### config.mk
export PLATFORM = sky130hd
export DESIGN_NAME = txstat_wb
export DESIGN_NICKNAME = d
export VERILOG_FILES = /design/src/rtl/txstat_pkg.sv /design/src/rtl/txstat_stage.sv /design/src/rtl/txstat_pend_fifo.sv /design/src/rtl/txstat_commit.sv /design/src/rtl/txstat_wb.sv
export SDC_FILE = /design/constraint.sdc
export NUM_CORES = 1
export LEC_CHECK = 0
export ABC_CLOCK_PERIOD_IN_PS = 6100
export BUFFER_PORTS_ARGS = -buffer_cell sky130_fd_sc_hd__buf_2
export CORE_UTILIZATION = 57
export CTS_CLUSTER_DIAMETER = 80
export DETAILED_ROUTE_END_ITERATION = 8
export PLACE_DENSITY = 0.87
export SLEW_MARGIN = 0
export SYNTH_ARGS = -nofsm -noshare
export SYNTH_HDL_FRONTEND = slang
export SYNTH_SLANG_ARGS = --single-unit
### constraint.sdc
create_clock -name clk -period 6.1 [get_ports clk]
set_input_delay 0 -clock clk [delete_from_list [all_inputs] [get_ports clk]]
set_output_delay 0 -clock clk [all_outputs]
set_load 0.1 [all_outputs]
### src/rtl/txstat_pkg.sv
// Shared definitions for the transmit status writeback engine.
// Assumes a 32-bit status word with an 11-bit byte count field.
package txstat_pkg;
    localparam int STAT_W  = 32;
    localparam int BYTES_W = 11;

    // Status word layout: error bit 31, last bit 30, byte count 10:0.
    typedef struct packed {
        logic               err;
        logic               last;
        logic [STAT_W-BYTES_W-3:0] zero;
        logic [BYTES_W-1:0] bytes;
    } stat_word_t;
endpackage

### src/rtl/txstat_stage.sv
// Single-entry staging register for one fragment status.
// A non-last fragment becomes eligible for writing at once; a last
// fragment becomes eligible only after the line-done pulse.
// Assumes the top writes the entry only while it is eligible.
module txstat_stage
    import txstat_pkg::*;
(
    input  logic               clk,
    input  logic               rst_n,
    input  logic               frag_valid,
    output logic               frag_ready,
    input  logic               frag_last,
    input  logic               frag_irq,
    input  logic               frag_err,
    input  logic [BYTES_W-1:0] frag_bytes,
    input  logic               tx_done,
    input  logic               tx_done_err,
    input  logic               wr_fire,
    output logic               stage_ok,
    output stat_word_t         stage_word,
    output logic               stage_irq
);
    logic               held_v;
    logic               held_go;
    logic               held_last;
    logic               held_irq;
    logic               held_err;
    logic [BYTES_W-1:0] held_bytes;

    // Fragment accepted only when the single slot is empty.
    assign frag_ready = !held_v;

    // Slot contents: load on accept, merge line-done, clear on write.
    always_ff @(posedge clk) begin
        if (!rst_n) begin
            held_v     <= 1'b0;
            held_go    <= 1'b0;
            held_last  <= 1'b0;
            held_irq   <= 1'b0;
            held_err   <= 1'b0;
            held_bytes <= '0;
        end else if (frag_valid && frag_ready) begin
            held_v     <= 1'b1;
            held_go    <= !frag_last;
            held_last  <= frag_last;
            held_irq   <= frag_irq;
            held_err   <= frag_err;
            held_bytes <= frag_bytes;
        end else begin
            if (wr_fire) begin
                held_v  <= 1'b0;
                held_go <= 1'b0;
            end else if (tx_done && held_v && !held_go) begin
                held_go  <= 1'b1;
                held_err <= held_err | tx_done_err;
            end
        end
    end

    // Status word assembly from the slot.
    always_comb begin
        stage_word       = '0;
        stage_word.err   = held_err;
        stage_word.last  = held_last;
        stage_word.bytes = held_bytes;
    end

    assign stage_ok  = held_v && held_go;
    assign stage_irq = held_irq;
endmodule

### src/rtl/txstat_pend_fifo.sv
// Queue of written but uncommitted statuses (interrupt and error flags).
// Pushes one entry per cycle, pops up to PEEK entries per cycle and
// exposes the oldest PEEK entries. Assumes pop_n never exceeds the count.
module txstat_pend_fifo #(
    parameter int DEPTH  = 4,
    parameter int PEEK   = 3,
    localparam int PTR_W = $clog2(DEPTH),
    localparam int CNT_W = $clog2(DEPTH + 1)
) (
    input  logic             clk,
    input  logic             rst_n,
    input  logic             push,
    input  logic             push_irq,
    input  logic             push_err,
    input  logic [CNT_W-1:0] pop_n,
    output logic [CNT_W-1:0] count,
    output logic             full,
    output logic [PEEK-1:0]  peek_irq,
    output logic [PEEK-1:0]  peek_err
);
    logic [DEPTH-1:0] mem_irq;
    logic [DEPTH-1:0] mem_err;
    logic [PTR_W-1:0] wr_ptr;
    logic [PTR_W-1:0] rd_ptr;

    // Pointer and occupancy bookkeeping.
    always_ff @(posedge clk) begin
        if (!rst_n) begin
            wr_ptr <= '0;
            rd_ptr <= '0;
            count  <= '0;
        end else begin
            if (push) wr_ptr <= wr_ptr + PTR_W'(1);
            rd_ptr <= rd_ptr + PTR_W'(pop_n);
            count  <= count + CNT_W'(push) - pop_n;
        end
    end

    // Entry storage; written only on push.
    always_ff @(posedge clk) begin
        if (!rst_n) begin
            mem_irq <= '0;
            mem_err <= '0;
        end else if (push) begin
            mem_irq[wr_ptr] <= push_irq;
            mem_err[wr_ptr] <= push_err;
        end
    end

    // Oldest entries, in age order.
    for (genvar g = 0; g < PEEK; g++) begin : g_peek
        logic [PTR_W-1:0] slot;
        assign slot        = rd_ptr + PTR_W'(g);
        assign peek_irq[g] = mem_irq[slot];
        assign peek_err[g] = mem_err[slot];
    end

    assign full = (count == CNT_W'(DEPTH));
endmodule

### src/rtl/txstat_commit.sv
// Commit handling: on an acknowledgement it retires up to BURST_MAX
// oldest outstanding statuses, advances the consume index with wrap and
// raises one-cycle interrupt flags. Assumes peek data is age ordered.
module txstat_commit #(
    parameter int IDX_W     = 8,
    parameter int BURST_MAX = 3,
    parameter int CNT_W     = 3,
    localparam int BW       = $clog2(BURST_MAX + 1)
) (
    input  logic                 clk,
    input  logic                 rst_n,
    input  logic [IDX_W-1:0]     cfg_desc_last,
    input  logic                 cm_valid,
    input  logic [BW-1:0]        cm_count,
    input  logic [CNT_W-1:0]     pend_count,
    input  logic [BURST_MAX-1:0] peek_irq,
    input  logic [BURST_MAX-1:0] peek_err,
    output logic [CNT_W-1:0]     pop_n,
    output logic [IDX_W-1:0]     consume_idx,
    output logic                 int_done_set,
    output logic                 int_err_set
);
    logic             irq_any;
    logic             err_any;
    logic [IDX_W-1:0] idx_next;

    // Number retired: requested count clamped to what is outstanding.
    always_comb begin
        pop_n = '0;
        if (cm_valid) begin
            if (CNT_W'(cm_count) > pend_count) pop_n = pend_count;
            else                               pop_n = CNT_W'(cm_count);
        end
    end

    // Flags of retired entries and the stepped consume index.
    always_comb begin
        irq_any  = 1'b0;
        err_any  = 1'b0;
        idx_next = consume_idx;
        for (int i = 0; i < BURST_MAX; i++) begin
            if (CNT_W'(i) < pop_n) begin
                irq_any  = irq_any | peek_irq[i];
                err_any  = err_any | peek_err[i];
                idx_next = (idx_next == cfg_desc_last) ? '0 : idx_next + IDX_W'(1);
            end
        end
    end

    // Registered consume index and interrupt pulses.
    always_ff @(posedge clk) begin
        if (!rst_n) begin
            consume_idx  <= '0;
            int_done_set <= 1'b0;
            int_err_set  <= 1'b0;
        end else begin
            consume_idx  <= idx_next;
            int_done_set <= irq_any;
            int_err_set  <= err_any;
        end
    end
endmodule

### src/rtl/txstat_wb.sv
// Transmit status writeback engine top. Stages fragment statuses,
// writes them to base + 4 * status index, tracks uncommitted writes
// and advances the consume index on commit acknowledgements.
// Assumes cfg_desc_last and cfg_status_base change only while idle.
module txstat_wb
    import txstat_pkg::*;
#(
    parameter int IDX_W      = 8,
    parameter int ADDR_W     = 32,
    parameter int PEND_DEPTH = 4,
    parameter int BURST_MAX  = 3,
    localparam int CNT_W     = $clog2(PEND_DEPTH + 1),
    localparam int BW        = $clog2(BURST_MAX + 1)
) (
    input  logic               clk,
    input  logic               rst_n,
    input  logic [ADDR_W-1:0]  cfg_status_base,
    input  logic [IDX_W-1:0]   cfg_desc_last,
    input  logic [IDX_W-1:0]   sw_produce_idx,
    input  logic               frag_valid,
    output logic               frag_ready,
    input  logic               frag_last,
    input  logic               frag_irq,
    input  logic               frag_err,
    input  logic [BYTES_W-1:0] frag_bytes,
    input  logic               tx_done,
    input  logic               tx_done_err,
    output logic               wr_valid,
    input  logic               wr_ready,
    output logic [ADDR_W-1:0]  wr_addr,
    output logic [STAT_W-1:0]  wr_data,
    input  logic               cm_valid,
    input  logic [BW-1:0]      cm_count,
    output logic [IDX_W-1:0]   consume_idx,
    output logic               ring_full,
    output logic               int_done_set,
    output logic               int_err_set
);
    logic                 stage_ok;
    logic                 stage_irq;
    stat_word_t           stage_word;
    logic                 wr_fire;
    logic                 pend_full;
    logic [CNT_W-1:0]     pend_count;
    logic [CNT_W-1:0]     pop_n;
    logic [BURST_MAX-1:0] peek_irq;
    logic [BURST_MAX-1:0] peek_err;
    logic [IDX_W-1:0]     stat_idx;
    logic [IDX_W-1:0]     prod_next;

    txstat_stage u_stage (
        .clk         (clk),
        .rst_n       (rst_n),
        .frag_valid  (frag_valid),
        .frag_ready  (frag_ready),
        .frag_last   (frag_last),
        .frag_irq    (frag_irq),
        .frag_err    (frag_err),
        .frag_bytes  (frag_bytes),
        .tx_done     (tx_done),
        .tx_done_err (tx_done_err),
        .wr_fire     (wr_fire),
        .stage_ok    (stage_ok),
        .stage_word  (stage_word),
        .stage_irq   (stage_irq)
    );

    // Write request: eligible status and room in the outstanding queue.
    assign wr_valid = stage_ok && !pend_full;
    assign wr_fire  = wr_valid && wr_ready;
    assign wr_data  = stage_word;
    assign wr_addr  = cfg_status_base + (ADDR_W'(stat_idx) << 2);

    // Status index: advances per accepted write, wraps at cfg_desc_last.
    always_ff @(posedge clk) begin
        if (!rst_n)       stat_idx <= '0;
        else if (wr_fire) stat_idx <= (stat_idx == cfg_desc_last) ? '0 : stat_idx + IDX_W'(1);
    end

    txstat_pend_fifo #(
        .DEPTH (PEND_DEPTH),
        .PEEK  (BURST_MAX)
    ) u_pend (
        .clk      (clk),
        .rst_n    (rst_n),
        .push     (wr_fire),
        .push_irq (stage_irq),
        .push_err (stage_word.err),
        .pop_n    (pop_n),
        .count    (pend_count),
        .full     (pend_full),
        .peek_irq (peek_irq),
        .peek_err (peek_err)
    );

    txstat_commit #(
        .IDX_W     (IDX_W),
        .BURST_MAX (BURST_MAX),
        .CNT_W     (CNT_W)
    ) u_commit (
        .clk           (clk),
        .rst_n         (rst_n),
        .cfg_desc_last (cfg_desc_last),
        .cm_valid      (cm_valid),
        .cm_count      (cm_count),
        .pend_count    (pend_count),
        .peek_irq      (peek_irq),
        .peek_err      (peek_err),
        .pop_n         (pop_n),
        .consume_idx   (consume_idx),
        .int_done_set  (int_done_set),
        .int_err_set   (int_err_set)
    );

    // Ring full: produce index plus one (wrapped) meets the consume index.
    assign prod_next = (sw_produce_idx == cfg_desc_last) ? '0 : sw_produce_idx + IDX_W'(1);
    assign ring_full = (prod_next == consume_idx);
endmodule

==> run summary <==
Min Hold Slack: 0.0386 ps
transition time of the tightest slew-check pin: 1010 ps
number of iterations in the first detailed-routing pass: 5
Worst R2R Path Depth: 14
setup TNS after final layout: 0 ps
unrepaired setup endpoints after global routing: no
met1 usage in global routing: 34.2%
number of enable-type register cells in the synthesized netlist: 0
RePlAce Congestion: 0.911
most frequent standard cell in the layout excluding fill and tap cells: sky130_fd_sc_hd__buf_2
starting density of the core: 59.3%
pin count of the biggest net entering global routing: 31
path category of the worst min-delay check: in2out
largest cells by area after synthesis: sky130_fd_sc_hd__dfxtp_1, sky130_fd_sc_hd__xnor2_1, sky130_fd_sc_hd__nand2_1
register share of total power: 30.6%
Data required, critical path: 6260 ps
post-route total power: 1370 uW
Cells on Worst Hold Path: 0
Core Footprint: 8260 um^2
Std-Cell Rows: 33
final number of max-transition violations: 0
Crit Reg-Reg Startpoint: u_pend.count[1]$_SDFF_PN0_
Yosys top cell area share: 20.0%
total number of yosys warnings: 0
total power divided by cell area: 244 nW/um^2
critical register-to-register path endpoint: u_commit.consume_idx[7]$_SDFF_PN0_
number of buffers created by CTS: 5
highest-utilization routing layer at the global route stage: met2
largest clock skew in the final design: 10.5 ps
synthesized area divided by synthesized cell count: 7.65 um^2
sum of routed wire length over all layers: 13.6 mm
synthesized instance count: 641
arrival time reported for the critical path endpoint: 4680 ps
wire length of the first global-routing pass: 21.7 mm
Clock Root Buffer: sky130_fd_sc_hd__clkbuf_8
GRT Total Usage: 30.1%
residual DRC count: 0
clock tree from TritonCTS: yes
iteration-0 DRC count of the detailed router: 228
register bit total from synthesis: 49
die outline height: 94.7 um
setup bufs post-CTS: 0
switching power of the nets: 700 uW
count of endpoints failing hold in the final timing report: 0
normalized max-slew margin: 32.8%
met2 track demand over resource in global routing: 55.7%
static leakage: 0.00237 uW
antenna violations before repair: 0
Clk Latency, worst-skew pair: 310 ps
leading cell types in the layout, fill and taps excluded: sky130_fd_sc_hd__buf_2, sky130_fd_sc_hd__nand2_1, sky130_fd_sc_hd__xnor2_1
Max H-tree Level: 2
cell internal pwr: 668 uW
post-route minimum period: 4520 ps
post-detailed-route count of antenna-violating nets: 0
Worst Min Path Start: cfg_status_base[0]
Crit Path Max Fanout: 16
ratio of cells with drive above 1 in the final layout: 21.0%
Logic pwr share: 54.6%
Post-synth ARST share: 0%
count of cell types in the netlist: 75
met3 layer usage reported by global route: 4.59%
count of buffers inserted at the top-level ports: 124
register area share after synthesis: 20.0%
clock-pin slew reported for the worst setup and hold paths after clock tree synthesis: 100 ps
horizontal extent of the die: 94.7 um
ANT cells: 0
peak clock frequency supported by timing: 221 MHz
area growth from synthesis to layout: 14.2%
clk sinks: 49
Die ar.: 8970 um^2
most used flip-flop cell after synthesis: sky130_fd_sc_hd__dfxtp_1
detailed placer's ending HPWL: 10.0 mm
Cell Area, Synth: 4900 um^2
portion of total power attributed to the clock network: 14.9%
max-cap viol count: 0
sum of overflow across all layers after global routing: 0
worst vdd ir: 0.000156 V
average wire length per cell after detail routing: 15.9 um
vias in the first global route: 4882
startpoint type of the worst setup path: flip-flop
cell taking the most area after synthesis: sky130_fd_sc_hd__dfxtp_1
switching power as a share of total power: 51.2%
setup slack of the worst register-to-register path: 1580 ps
sink of the worst hold path: wr_addr[0]
class of the most critical setup path: reg2reg
overall via count from detail_route: 5013
run status: completed
number of buffers on the longest clock path: 2
final setup violation count: 0
part of the cycle the worst path needs: 74.1%
type of element capturing the critical path: flip-flop
layout net count: 846
count of pins on the block boundary: 148
vias per cell: 5.86
==> power groups by stage <==
stage               Sequential [uW]  Clock (uW)  Combinational, uW
floorplan                       464           0                581
global placement                419           0                712
detailed placement              422           0                728
CTS                             416         203                741
global route                    423         218                803
finish                          418         203                746
==> synthesized netlist by cell type, types with 4 or more instances <==
cell type and number:
sky130_fd_sc_hd__o21ai_0 12, sky130_fd_sc_hd__ha_1 23, sky130_fd_sc_hd__and2_1 7, sky130_fd_sc_hd__nand4_1 8
sky130_fd_sc_hd__nand2_1 85, sky130_fd_sc_hd__nor4_1 10, sky130_fd_sc_hd__buf_2 9, sky130_fd_sc_hd__o211ai_1 5
sky130_fd_sc_hd__and3_1 11, sky130_fd_sc_hd__buf_6 8, sky130_fd_sc_hd__dfxtp_1 49, sky130_fd_sc_hd__or2_2 5
sky130_fd_sc_hd__mux2i_1 7, sky130_fd_sc_hd__nand3_1 27, sky130_fd_sc_hd__a211oi_1 12, sky130_fd_sc_hd__mux4_2 4
sky130_fd_sc_hd__nor3_1 12, sky130_fd_sc_hd__o31ai_1 8, sky130_fd_sc_hd__inv_1 32, sky130_fd_sc_hd__a21oi_1 42
sky130_fd_sc_hd__buf_4 25, sky130_fd_sc_hd__xor2_1 33, sky130_fd_sc_hd__nor2_1 48, sky130_fd_sc_hd__xnor2_1 50
sky130_fd_sc_hd__clkbuf_1 14, sky130_fd_sc_hd__or4_1 6, sky130_fd_sc_hd__o22ai_1 6, sky130_fd_sc_hd__a2bb2oi_1 4
sky130_fd_sc_hd__nor2b_1 7, sky130_fd_sc_hd__a31oi_1 4
==> per-stage QoR <==
| step | utilization (%) | instance area, um^2 | std cells | setup WS, ps |
|---|---|---|---|---|
| finish | 67.8 | 5600 | 856 | 1580 |
| global route | 67.8 | 5600 | 856 | 1110 |
| CTS | 67.8 | 5600 | 856 | 1630 |
| detailed placement | 64.8 | 5350 | 833 | 1690 |
| global placement | 64.8 | 5350 | 833 | 1870 |
| floorplan | - | 4970 | 659 | 1130 |
==> worst max-delay path, stage by stage (launching register included) <==
cell and delay, ps:
sky130_fd_sc_hd__dfxtp_1 440, sky130_fd_sc_hd__inv_1 80, sky130_fd_sc_hd__ha_1 310, sky130_fd_sc_hd__a21oi_2 220, sky130_fd_sc_hd__o21a_2 360, sky130_fd_sc_hd__o211ai_2 340
sky130_fd_sc_hd__o31ai_1 530, sky130_fd_sc_hd__ha_1 230, sky130_fd_sc_hd__nand2_1 60, sky130_fd_sc_hd__a21oi_1 280, sky130_fd_sc_hd__nor3b_1 280, sky130_fd_sc_hd__xor2_1 310
sky130_fd_sc_hd__o221ai_1 260, sky130_fd_sc_hd__nor3_1 510, sky130_fd_sc_hd__a211oi_1 150
==> state kept, by name, indices dropped and copies added (netlist names) <==
signal and flops:
u_stage.held_last 1, u_stage.held_bytes 11, u_commit.int_done_set 1, u_stage.held_go 1, u_stage.stage_irq 1, u_pend.mem_err 4, u_commit.int_err_set 1, u_pend.mem_irq 4
stat_idx 8, u_pend.wr_ptr 2, u_stage.held_v 1, u_commit.consume_idx 8, u_pend.rd_ptr 2, u_pend.count 3, u_stage.held_err 1
==> worst max-delay path by stage <==
stage	startpoint	to	slack, ps	depth (start not counted)
final	u_pend.count[1]$_SDFF_PN0_	u_commit.consume_idx[7]$_SDFF_PN0_	1580	14
after global placement	u_pend.count[1]$_SDFF_PN0_	u_commit.consume_idx[6]$_SDFF_PN0_	1870	16
after detailed placement	u_pend.count[1]$_SDFF_PN0_	u_commit.consume_idx[7]$_SDFF_PN0_	1690	14
after CTS	u_pend.count[1]$_SDFF_PN0_	u_commit.consume_idx[7]$_SDFF_PN0_	1630	14
after global routing	u_pend.count[1]$_SDFF_PN0_	u_commit.consume_idx[3]$_SDFF_PN0_	1110	14
after floorplan	u_stage.held_v$_SDFFE_PN0P_	u_pend.count[2]$_SDFF_PN0_	1130	12
==> cell families (layout without fill, tap and decap cells) <==
family / after synthesis / in the layout / synth area share [%]
other cells: 1 / 19 / 0.0765
flops: 49 / 49 / 20.0
simple gates: 252 / 252 / 26.0
mux: 12 / 12 / 3.73
buf+inv: 89 / 181 / 10.2
xor+xnor: 84 / 84 / 15.2
compound gates: 129 / 129 / 18.2
fa+ha+maj: 25 / 25 / 6.69
==> per-layer routing <==
metal / up-vias / routed length, um
li1: 2435 / -
met1: 2370 / 5440
met2: 178 / 7200
met3: 30 / 688
met4: 0 / 273
met5: - / 0
==> layout make-up <==
cell class                      count  area (um^2)
Clock inverter                      3         25.0
Fill cell                         701         2660
Clock buffer                        5         68.8
Inverter                           33          124
Tap cell                          105          131
Sequential cell                    49          981
Timing Repair Buffer              140          778
Multi-Input combinational cell    521         3490
==> repair_timing <==
| item | in CTS | in global routing |
|---|---|---|
| hold buffers | 15 | 0 |
| resized for setup | 0 | 0 |
| hold endpoints to repair | 15 | 0 |
(Power assumes the default switching activity.)
